**config.mk**
```make
export PLATFORM = sky130hd
export DESIGN_NAME = tcap_dual
export DESIGN_NICKNAME = d
export VERILOG_FILES = /design/src/rtl/tcap_pkg.sv /design/src/rtl/tcap_sync_edge.sv /design/src/rtl/tcap_prescaler.sv /design/src/rtl/tcap_channel.sv /design/src/rtl/tcap_dual.sv
export SDC_FILE = /design/constraint.sdc
export NUM_CORES = 1
export LEC_CHECK = 0
export BUFFER_PORTS_ARGS = -buffer_cell sky130_fd_sc_hd__clkbuf_2
export CELL_PAD_IN_SITES_DETAIL_PLACEMENT = 0
export CELL_PAD_IN_SITES_GLOBAL_PLACEMENT = 1
export CORE_MARGIN = 1.5
export CORE_UTILIZATION = 46
export CTS_CLUSTER_DIAMETER = 200
export DETAILED_ROUTE_END_ITERATION = 16
export PLACE_DENSITY_LB_ADDON = 0.1
export SYNTH_ARGS = -nofsm -noshare
export SYNTH_HDL_FRONTEND = slang
export SYNTH_SLANG_ARGS = --single-unit
export TNS_END_PERCENT = 100
```
**constraint.sdc**
```tcl
create_clock -name clk -period 3.5 [get_ports clk]
set_clock_uncertainty 0.1 [all_clocks]
set_input_delay 0.35 -clock clk [delete_from_list [all_inputs] [get_ports clk]]
set_output_delay 0.35 -clock clk [all_outputs]
set_load 0.03 [all_outputs]
```
**src/rtl/tcap_pkg.sv**
```systemverilog
package tcap_pkg;

    localparam int CNT_W   = 16;
    localparam int PS_W    = 3;
    localparam int SYNC_N  = 2;
    localparam int NCH     = 2;

    typedef enum logic [2:0] {
        RA_CTL0  = 3'd0,
        RA_CTL1  = 3'd1,
        RA_STAT  = 3'd2,
        RA_RSV   = 3'd3,
        RA_C0_HI = 3'd4,
        RA_C0_LO = 3'd5,
        RA_C1_HI = 3'd6,
        RA_C1_LO = 3'd7
    } reg_addr_e;

    typedef struct packed {
        logic glob_en;
        logic cap_ie;
        logic rise0;
    } ctl0_t;

    typedef struct packed {
        logic [1:0] ps_sel;
        logic       rise1;
    } ctl1_t;

    function automatic logic [PS_W:0] ps_ratio(input logic [1:0] sel);
        case (sel)
            2'b00:   return (PS_W+1)'(4);
            2'b01:   return (PS_W+1)'(2);
            default: return (PS_W+1)'(8);
        endcase
    endfunction

endpackage

```
**src/rtl/tcap_sync_edge.sv**
```systemverilog
module tcap_sync_edge
    import tcap_pkg::*;
#(
    parameter int STAGES = SYNC_N
) (
    input  logic clk,
    input  logic rst,
    input  logic pin,
    input  logic rise_sel,
    output logic hit
);
    logic [STAGES-1:0] chain_q;
    logic              prev_q;
    logic              cur;

    always_ff @(posedge clk) begin
        if (rst) begin
            chain_q <= '0;
            prev_q  <= 1'b0;
        end else begin
            chain_q <= {chain_q[STAGES-2:0], pin};
            prev_q  <= chain_q[STAGES-1];
        end
    end

    assign cur = chain_q[STAGES-1];
    assign hit = rise_sel ? (cur & ~prev_q) : (~cur & prev_q);
endmodule

```
**src/rtl/tcap_prescaler.sv**
```systemverilog
module tcap_prescaler
    import tcap_pkg::*;
#(
    parameter int CW = CNT_W
) (
    input  logic          clk,
    input  logic          rst,
    input  logic [1:0]    sel,
    output logic          tick,
    output logic [CW-1:0] count
);
    logic [PS_W-1:0] pc_q;
    logic [PS_W:0]   last;

    assign last = ps_ratio(sel) - (PS_W+1)'(1);
    assign tick = ({1'b0, pc_q} >= last);

    always_ff @(posedge clk) begin
        if (rst) begin
            pc_q  <= '0;
            count <= '0;
        end else if (tick) begin
            pc_q  <= '0;
            count <= count + CW'(1);
        end else begin
            pc_q  <= pc_q + PS_W'(1);
        end
    end
endmodule

```
**src/rtl/tcap_channel.sv**
```systemverilog
module tcap_channel
    import tcap_pkg::*;
#(
    parameter int CW = CNT_W
) (
    input  logic          clk,
    input  logic          rst,
    input  logic          hit,
    input  logic [CW-1:0] count,
    input  logic          hi_rd,
    input  logic          lo_acc,
    input  logic          stat_rd,
    output logic [CW-1:0] cap,
    output logic          flag,
    output logic          locked
);
    logic armed_q;

    always_ff @(posedge clk) begin
        if (rst) begin
            cap     <= '0;
            flag    <= 1'b0;
            locked  <= 1'b0;
            armed_q <= 1'b0;
        end else begin
            if (hit && !locked)
                cap <= count;

            if (lo_acc)
                locked <= 1'b0;
            else if (hi_rd)
                locked <= 1'b1;

            if (hit)
                flag <= 1'b1;
            else if (lo_acc && armed_q)
                flag <= 1'b0;

            if (lo_acc)
                armed_q <= 1'b0;
            else if (stat_rd && flag)
                armed_q <= 1'b1;
        end
    end
endmodule

```
**src/rtl/tcap_dual.sv**
```systemverilog
module tcap_dual
    import tcap_pkg::*;
(
    input  logic       clk,
    input  logic       rst,
    input  logic [1:0] cap_pin,
    input  logic [2:0] bus_addr,
    input  logic       bus_rd,
    input  logic       bus_wr,
    input  logic [7:0] bus_wdata,
    output logic [7:0] bus_rdata,
    output logic       irq
);
    ctl0_t                     ctl0_q;
    ctl1_t                     ctl1_q;
    reg_addr_e                 ra;
    logic [NCH-1:0]            edge_sel;
    logic [NCH-1:0]            hit_v;
    logic [NCH-1:0]            hi_rd_v;
    logic [NCH-1:0]            lo_acc_v;
    logic [NCH-1:0]            flag_v;
    logic [NCH-1:0]            locked_v;
    logic [NCH-1:0][CNT_W-1:0] cap_v;
    logic [CNT_W-1:0]          cnt_val;
    logic                      cnt_tick;
    logic                      stat_rd;
    logic                      unused_wbits;

    assign ra           = reg_addr_e'(bus_addr);
    assign unused_wbits = ^bus_wdata[7:3];

    always_ff @(posedge clk) begin
        if (rst) begin
            ctl0_q <= '0;
            ctl1_q <= '0;
        end else if (bus_wr) begin
            if (ra == RA_CTL0) ctl0_q <= ctl0_t'(bus_wdata[2:0]);
            if (ra == RA_CTL1) ctl1_q <= ctl1_t'(bus_wdata[2:0]);
        end
    end

    assign edge_sel = {ctl1_q.rise1, ctl0_q.rise0};
    assign stat_rd  = bus_rd && (ra == RA_STAT);
    assign hi_rd_v  = {bus_rd && (ra == RA_C1_HI), bus_rd && (ra == RA_C0_HI)};
    assign lo_acc_v = {(bus_rd || bus_wr) && (ra == RA_C1_LO),
                       (bus_rd || bus_wr) && (ra == RA_C0_LO)};

    tcap_prescaler #(.CW(CNT_W)) u_ps (
        .clk   (clk),
        .rst   (rst),
        .sel   (ctl1_q.ps_sel),
        .tick  (cnt_tick),
        .count (cnt_val)
    );

    for (genvar g = 0; g < NCH; g++) begin : g_ch
        tcap_sync_edge #(.STAGES(SYNC_N)) u_sync (
            .clk      (clk),
            .rst      (rst),
            .pin      (cap_pin[g]),
            .rise_sel (edge_sel[g]),
            .hit      (hit_v[g])
        );
        tcap_channel #(.CW(CNT_W)) u_ch (
            .clk     (clk),
            .rst     (rst),
            .hit     (hit_v[g]),
            .count   (cnt_val),
            .hi_rd   (hi_rd_v[g]),
            .lo_acc  (lo_acc_v[g]),
            .stat_rd (stat_rd),
            .cap     (cap_v[g]),
            .flag    (flag_v[g]),
            .locked  (locked_v[g])
        );
    end

    always_comb begin
        case (ra)
            RA_CTL0:  bus_rdata = {5'b0, ctl0_q};
            RA_CTL1:  bus_rdata = {5'b0, ctl1_q};
            RA_STAT:  bus_rdata = {flag_v[0], 2'b00, flag_v[1], 4'b0000};
            RA_C0_HI: bus_rdata = cap_v[0][15:8];
            RA_C0_LO: bus_rdata = cap_v[0][7:0];
            RA_C1_HI: bus_rdata = cap_v[1][15:8];
            RA_C1_LO: bus_rdata = cap_v[1][7:0];
            default:  bus_rdata = 8'h00;
        endcase
    end

    assign irq = ctl0_q.cap_ie & ctl0_q.glob_en & (|flag_v);
endmodule

```
Yosys cells after proc, flatten, opt, wreduce, memory -nomap -nowiden:

Cells that the tools add are included.
W data, S select, Z words.

* reduce and logical (&&, ||, !) cells: 24
* multiplexer cells: 8
* magnitude comparators: 1
* $add $sub $neg: 3
* bitwise logic cells: 10
* equality and inequality tests: 7

Operators with widths (number)
* $pmux W8 S7: 1
* $add A16 B1 Y16 const B: 1
* $eq A3 B3 Y1 const B: 4
* $logic_and A1 B1 Y1: 11
* $pmux W4 S2: 1
* $reduce_or A2 Y1: 4
* $and A1 B1 Y1: 6
* $mux W1: 6
* $ge A3 B4 Y1: 1
* $not A1 Y1: 4
* $reduce_and A2 Y1: 2
* $reduce_bool A2 Y1: 2
* $sub A4 B1 Y4 const B: 1
* $add A3 B1 Y3 const B: 1
* $eq A3 B1 Y1 const B: 1
* $eq A3 B2 Y1 const B: 1
* $logic_not A3 Y1: 1
* $eq A2 B1 Y1 const B: 1
* $logic_not A1 Y1: 2
* $logic_not A2 Y1: 1
* $logic_or A1 B1 Y1: 1

* word-level logic and storage cells: 72
* bits in registers: 69

Logic depth before layout (Yosys ltp):

Gate-level depths: netlist (run 1).

* word-level depth: 5
* gate-level depth with buffers: 9
* depth with buffers taken out: 7

By module:

From an unflattened synthesis (run 1), not the netlist that was laid out.

* cells, all modules: 353
* area, all modules: 3622.2 um2

Modules (own cells, without submodules)
* tcap_channel: seq. area each 380.4 um2, instances 2, area an instance 878.3 um2, cells each 81
* tcap_prescaler: seq. area each 380.4 um2, instances 1, area an instance 1013.5 um2, cells each 108
* tcap_dual: seq. area each 120.1 um2, instances 1, area an instance 649.4 um2, cells each 65
* tcap_sync_edge: seq. area each 60.1 um2, instances 2, area an instance 101.3 um2, cells each 9

Worst setup path before layout (run 1):

No wires, ideal clock.

* kind: reg2reg
* start: register ctl1_q[1] (netlist name)
* end: register u_ps.count[12]
* library setup time: 0.121 ns
* path slack: 0.927 ns
* stages on the path, launching flop included: 10
* buffers on the path: 2
* arrival time: 2.352 ns
* path through: dfxtp_1 > or2_2 > ha_1 > ha_1 > nand3_1 > and2_1 > clkbuf_1 > buf_2 > nor4_1 > mux2_2

* cells in the longest elaborated chain, start to end: 4
* elaborated cells between the ends (all ways): 5
* those cells by class: 1 x add/sub; 1 x order compare; 1 x eq/ne; 1 x mux; 1 x reduce/logical

RTL lines
* start, declared: RTL line tcap_dual.sv:15 `ctl1_t ctl1_q;`
* start signal, assigned: RTL line tcap_dual.sv:38 `if (ra == RA_CTL1) ctl1_q <= ctl1_t'(bus_wdata[2:0]);`
* $eq A2 B1 Y1 / $logic_not A2 Y1 (equally long branches): RTL line tcap_pkg.sv:31 `case (sel)`
* $pmux W4 S2 *: RTL line tcap_pkg.sv:31
* $sub A4 B1 Y4 *: RTL line tcap_prescaler.sv:15 `assign last = ps_ratio(sel) - (PS_W+1)'(1);`
* $ge A3 B4 Y1 *: RTL line tcap_prescaler.sv:16 `assign tick = ({1'b0, pc_q} >= last);`
* end signal, assigned: RTL line tcap_prescaler.sv:24 `count <= count + CW'(1);`
* end, declared: RTL line tcap_prescaler.sv:10 `output logic [CW-1:0] count`

Every way passes the cells marked *; elsewhere a longest branch is shown, timed or not.
A chain may end at the register's enable or synchronous reset.

Final worst setup path (run 1):

Same ends and word-level chain as after synthesis.

==> results.json, run 1 <==
{
  "synth-compound-area-share": 0.111,
  "hold_buffers": 0,
  "clockPowerShare": 0.418,
  "max_cap_violations": 0,
  "ys_types": 48,
  "reg2reg_from": "ctl1_q[1]",
  "final_common_cell": "dfxtp_1",
  "synthSimpleGateAreaFrac": 0.183,
  "netlist_area_um2": 3140,
  "period_share": 0.764,
  "start_util": 0.486,
  "grt_pass1_vias": 2155,
  "dr.pass1.iters": 10,
  "core_area_um2": 6460,
  "synthesis.nets": 340,
  "ir_worst_vdd_mv": 0.263,
  "grt_pass1_wl_um": 10600,
  "cts_tree": "done",
  "grt_max_degree": 38,
  "num_vias": 2305,
  "final_nets": 350,
  "nFillCells": 616,
  "critPathMaxFanout": 17,
  "startpoint_type": "flop",
  "routed_wl_um": 6360,
  "cts_setup_buffers": 0,
  "clockRootBuffer": "clkbuf_8",
  "io_buffers": 20,
  "leakagePower_nw": 1.22,
  "tightestPinTransition_ns": 0.804,
  "antenna_found_initial": 0,
  "slew_viol_final": 0,
  "crit_arrival_ns": 2.80,
  "hold_viol": 0,
  "combPwrFrac": 0.073,
  "clk_latency_ns": 0.34,
  "seqPwrFrac": 0.509,
  "ys_warn_count": 0,
  "grt_overflow": 0,
  "stdcell_area_um2": 3440,
  "clk_pin_slew_worst_paths_ns": 0.08,
  "cts_repair_resize_count": 0,
  "layout_common_cells": "dfxtp_1 (69), nor2_1 (47), mux2i_1 (42)",
  "cp-end-kind": "flop",
  "numClockSinks": 69,
  "ys_ff_latch": 69,
  "dieArea_um2": 7340,
  "swShare": 0.243,
  "ys_seq_area_frac": 0.440,
  "vias_per_cell": 5.62,
  "synth_xor_area_frac": 0.0139,
  "ant_nets": 0,
  "drtIter0Drc": 99,
  "numCtsBuffers": 9,
  "violations": "DRC",
  "routedWlPerCell_um": 15.5,
  "row_count": 29,
  "synth_top_family_by_area": "multiplexers",
  "dp_hpwl_um": 4250,
  "max_freq_mhz": 374,
  "tns_ns": 0,
  "track_usage": 0.189,
  "syn_inst": 318,
  "diodes": 0,
  "required_ns": 3.63,
  "p_int_mw": 1.22,
  "synth_edf_count": 0,
  "gp_congestion": 0.704,
  "crit_path_start": "ctl1_q[1]",
  "relSlewSlack": 0.457,
  "die_w_um": 85.6,
  "io_pins": 26,
  "status": "finished, violations left",
  "synth.avg_cell_area_um2": 9.88,
  "area_delta_synth_final_pct": 9.60,
  "synthMuxAreaShare": 0.191,
  "clockBufferDepth": 2,
  "setup_violations": 0,
  "p_per_area_nw_per_um2": 467,
  "place_area_um2": 3230,
  "final_layout_size_suffix_gt1_frac": 0.153,
  "route.detailed.drc": 2,
  "hold_path.class": "in -> reg",
  "fp.dieH_um": 85.6,
  "synthArstFlopShare": 0,
  "synth-main-ff-cell": "dfxtp_1",
  "synthAdderAreaFrac": 0.0199,
  "switchingPower_mw": 0.391,
  "period_needed_ns": 2.67,
  "hp-start": "cap_pin[1]",
  "rsz0062_at_grt": "false",
  "htree_num_levels": 3,
  "critPathKind": "reg -> reg"
}
## power by group through the flow
stage / Combinational [mW] / Clock (mW) / Sequential [mW]
2_1_floorplan: 0.0965 / 0 / 0.832
3_3_place_gp: 0.118 / 0 / 0.837
3_5_place_dp: 0.120 / 0 / 0.837
4_1_cts: 0.119 / 0.690 / 0.819
5_1_grt: 0.135 / 0.725 / 0.821
6_report: 0.117 / 0.673 / 0.818
## sequential cells by signal, summed over array words and instances, names as in the netlist
register / flops
g_ch.u_ch.locked: 2
g_ch.u_sync.prev_q: 2
u_ps.pc_q: 3
ctl0_q: 3
g_ch.u_ch.armed_q: 2
ctl1_q: 3
g_ch.u_ch.cap: 32
u_ps.count: 16
g_ch.u_ch.flag: 2
g_ch.u_sync.chain_q: 4
## through the flow
| stage | instances | worst slack [ns] | hold slack, ns | util | power (mW) |
|---|---|---|---|---|---|
| 6_report | 410 | 0.825 | 0.114 | 0.533 | 1.61 |
| 5_1_grt | 410 | 0.489 | 0.108 | 0.533 | 1.68 |
| 4_1_cts | 410 | 0.798 | 0.101 | 0.533 | 1.63 |
| 3_5_place_dp | 394 | 0.812 | 0.328 | 0.501 | 0.957 |
| 3_3_place_gp | 394 | 0.823 | 0.319 | 0.501 | 0.955 |
| 2_1_floorplan | 318 | 0.927 | 0.314 | - | 0.928 |
## cell usage after synthesis, drive strengths merged (2+ instances only)
master | count | area [µm²]
a21oi | 17 | 108
a22o | 2 | 17.5
a31oi | 6 | 37.5
and2 | 4 | 25.0
and4 | 2 | 17.5
buf | 8 | 58.8
clkbuf | 14 | 53.8
dfxtp | 69 | 1380
ha | 5 | 62.6
inv | 5 | 18.8
mux2 | 2 | 22.5
mux2i | 42 | 420
mux4 | 7 | 158
nand2 | 11 | 41.3
nand3 | 7 | 35.0
nand3b | 2 | 15.0
nand4 | 2 | 12.5
nor2 | 47 | 176
nor2b | 9 | 56.3
nor3 | 4 | 20.0
nor3b | 2 | 15.0
nor4 | 2 | 12.5
o211a | 2 | 20.0
o21ai | 6 | 30.0
o31ai | 9 | 67.6
or2 | 2 | 15.0
or3 | 3 | 23.8
or3b | 2 | 17.5
or4 | 8 | 60.1
xnor2 | 4 | 35.0
## kinds of logic (layout without fill, tap and decap cells)
group	Yosys count	count (layout)
adders and majority gates	5	5
muxes	51	51
DFF	69	69
and+or+nand+nor	111	111
xor gates and xnor gates	5	5
buffers and inverters	27	42
AOI/OAI and AO/OA	50	50
## worst paths after layout
path | end | slack, ns | cells past startpoint
max | u_ps.count[12] | 0.83 | 7
min | g_ch[1].u_sync.chain_q[0] | 0.11 | 2
max reg2reg | u_ps.count[12] | 0.83 | 7
min reg2reg | g_ch[1].u_sync.chain_q[1] | 0.34 | 1
## worst max-delay path, cell delays in order, from the launching register on
cell and delay (ns):
dfxtp_1 0.34, or2_2 0.30, ha_1 0.27, ha_1 0.29
nand3_1 0.16, and2_1 0.36, nor4_1 0.37, mux2_2 0.37
## layer usage
layer | vias up | global-route usage | part of all wire
met3 | 8 | 0.0327 | 0.023
met5 | - | 0 | 0
met1 | 1106 | 0.247 | 0.49
met4 | 0 | 0.103 | 0.022
met2 | 32 | 0.297 | 0.47
li1 | 1159 | - | -
## area by class of cell
cell class              count  area, µm²  share of cell area
multi-input cells         222       1630               0.473
clock buffers              12        155              0.0451
clock inverters             4       55.1              0.0160
well taps                  77       96.3              0.0280
inverters                   5       18.8             0.00545
repair buffers             21        108              0.0312
flip-flops and latches     69       1380               0.401
No activity file was read; power rests on OpenSTA's default activity.
==> inputs of run 2 (changes only) <==
==> constraint.sdc (replaced) <==
create_clock -name clk -period 2.52 [get_ports clk]
set_clock_uncertainty 0.1 [all_clocks]
set_input_delay 0.252 -clock clk [delete_from_list [all_inputs] [get_ports clk]]
set_output_delay 0.252 -clock clk [all_outputs]
set_load 0.03 [all_outputs]
==> results.json, run 2 (synthesized netlist as in run 1, its figures left out) <==
{
  "status": "finished, violations left",
  "violations": "DRC",
  "core_area_um2": 6460,
  "tightestPinTransition_ns": 0.538,
  "period_needed_ns": 2.42,
  "tns_ns": 0,
  "hold_path.class": "in -> reg",
  "final_cells": 422,
  "max_freq_mhz": 413,
  "layout_common_cells": "dfxtp_1 (69), nor2_1 (47), mux2i_1 (42)",
  "final_layout_size_suffix_gt1_frac": 0.203,
  "ff2ff_path_depth": 7,
  "clockBufferDepth": 2,
  "gp_congestion": 0.740,
  "route.detailed.drc": 2,
  "r2r_slack_ns": 0.10,
  "row_count": 29,
  "cp-end-kind": "flop",
  "top_register": "g_ch.u_ch.cap",
  "final_nets": 362,
  "holdWs_ns": 0.0189,
  "critPathKind": "reg -> reg",
  "clk_latency_ns": 0.34,
  "r2r-end": "u_ps.count[12]",
  "final_common_cell": "dfxtp_1",
  "largest_register_ffs": 32,
  "crit_path_start": "ctl1_q[1]",
  "track_usage": 0.198,
  "crit_arrival_ns": 2.54,
  "area_delta_synth_final_pct": 15.1,
  "htree_num_levels": 3,
  "diodes": 0,
  "routedWlPerCell_um": 15.5,
  "clk_pin_slew_worst_paths_ns": 0.08,
  "endpoint": "u_ps.count[12]",
  "reg2reg_from": "ctl1_q[1]",
  "drtIter0Drc": 109,
  "antenna_found_initial": 0,
  "dieArea_um2": 7340,
  "period_share": 0.960,
  "clockRootBuffer": "clkbuf_8",
  "leakagePower_nw": 1.29,
  "ir_worst_vdd_mv": 0.385,
  "max_cap_violations": 0,
  "hold_buffers": 0,
  "cts_tree": "done",
  "numCtsBuffers": 9,
  "numClockSinks": 69,
  "required_ns": 2.65,
  "vias_per_cell": 5.53,
  "routed_wl_um": 6550,
  "io_buffers": 20,
  "die_w_um": 85.6,
  "fp.dieH_um": 85.6,
  "dr.pass1.iters": 11,
  "io_pins": 26,
  "ant_nets": 0,
  "dp_hpwl_um": 4390,
  "post-place-cells": 406,
  "grt_pass1_vias": 2318,
  "num_vias": 2334,
  "rsz0062_at_grt": "false",
  "relSlewSlack": 0.641,
  "largestRegisters": "g_ch.u_ch.cap x32, u_ps.count x16, g_ch.u_sync.chain_q x4",
  "grt_pass1_wl_um": 11300,
  "cts_setup_buffers": 0,
  "startpoint_type": "flop",
  "critPathMaxFanout": 14,
  "p_per_area_nw_per_um2": 672,
  "setup_violations": 0,
  "start_util": 0.486,
  "grt_max_degree": 58,
  "hold_viol": 0,
  "cts_repair_resize_count": 0,
  "slew_viol_final": 0,
  "grt_overflow": 0
}
-- run 2: cell count changes in the layout (fill, tap and decap cells not counted), sizes merged --
cell | before | now
buf | 1 | 13
bufinv | 1 | 3
clkbuf | 32 | 29
clkinvlp | 1 | 2
-- run 2: worst min path at each step --
stage | startpoint | cells past startpoint | end | slack [ns]
3_5_place_dp | g_ch[0].u_sync.chain_q[0] | 1 | g_ch[0].u_sync.chain_q[1] | 0.32
6_report | cap_pin[0] | 2 | g_ch[0].u_sync.chain_q[0] | 0.02
2_1_floorplan | cap_pin[0] | 1 | g_ch[0].u_sync.chain_q[0] | 0.28
3_3_place_gp | g_ch[1].u_sync.chain_q[0] | 1 | g_ch[1].u_sync.chain_q[1] | 0.32
4_1_cts | cap_pin[0] | 2 | g_ch[0].u_sync.chain_q[0] | 0.004
5_1_grt | cap_pin[1] | 2 | g_ch[1].u_sync.chain_q[0] | 0.02
-- run 2: critical path: stages, from the launching register on --
cell     delay (ns)
dfxtp_1        0.33
or2_2          0.30
ha_1           0.31
ha_4           0.28
a21oi_2        0.05
and2_2         0.28
nor4_2         0.30
mux2_2         0.36
-- run 2: routing by layer --
metal  GRT usage  routed length (µm)  vias up
li1            -                   -     1195
met1       0.266                3360     1109
met2       0.320                2970       24
met3      0.0462                 147        6
met4      0.0572                  72        0
met5           0                   0        -
-- run 2: final cells by class --
class	count	area, µm²
Fill cell	609	2840
Multi-Input combinational cell	222	1660
Sequential cell	69	1380
Timing Repair Buffer	33	210
Clock buffer	9	124
Inverter	5	18.8
Tap cell	77	96.3
Clock inverter	7	123
-- run 2: report_power, final --
part           switching, mW  leakage (nW)  internal, mW
clock                  0.433         0.116         0.662
sequential            0.0239         0.558          1.11
combinational          0.112         0.621        0.0867
total                  0.569          1.29          1.86
-- run 2: metrics by stage --
stage	util	setup slack, ns	cell area [µm²]	power, mW
after global routing	0.560	0.0137	3620	2.54
final	0.560	0.101	3620	2.43
after global placement	0.521	0.0300	3360	1.36
after CTS	0.559	0.0144	3610	2.46
after detailed placement	0.521	0.0323	3360	1.36
after floorplan	-	0.00841	3170	1.30
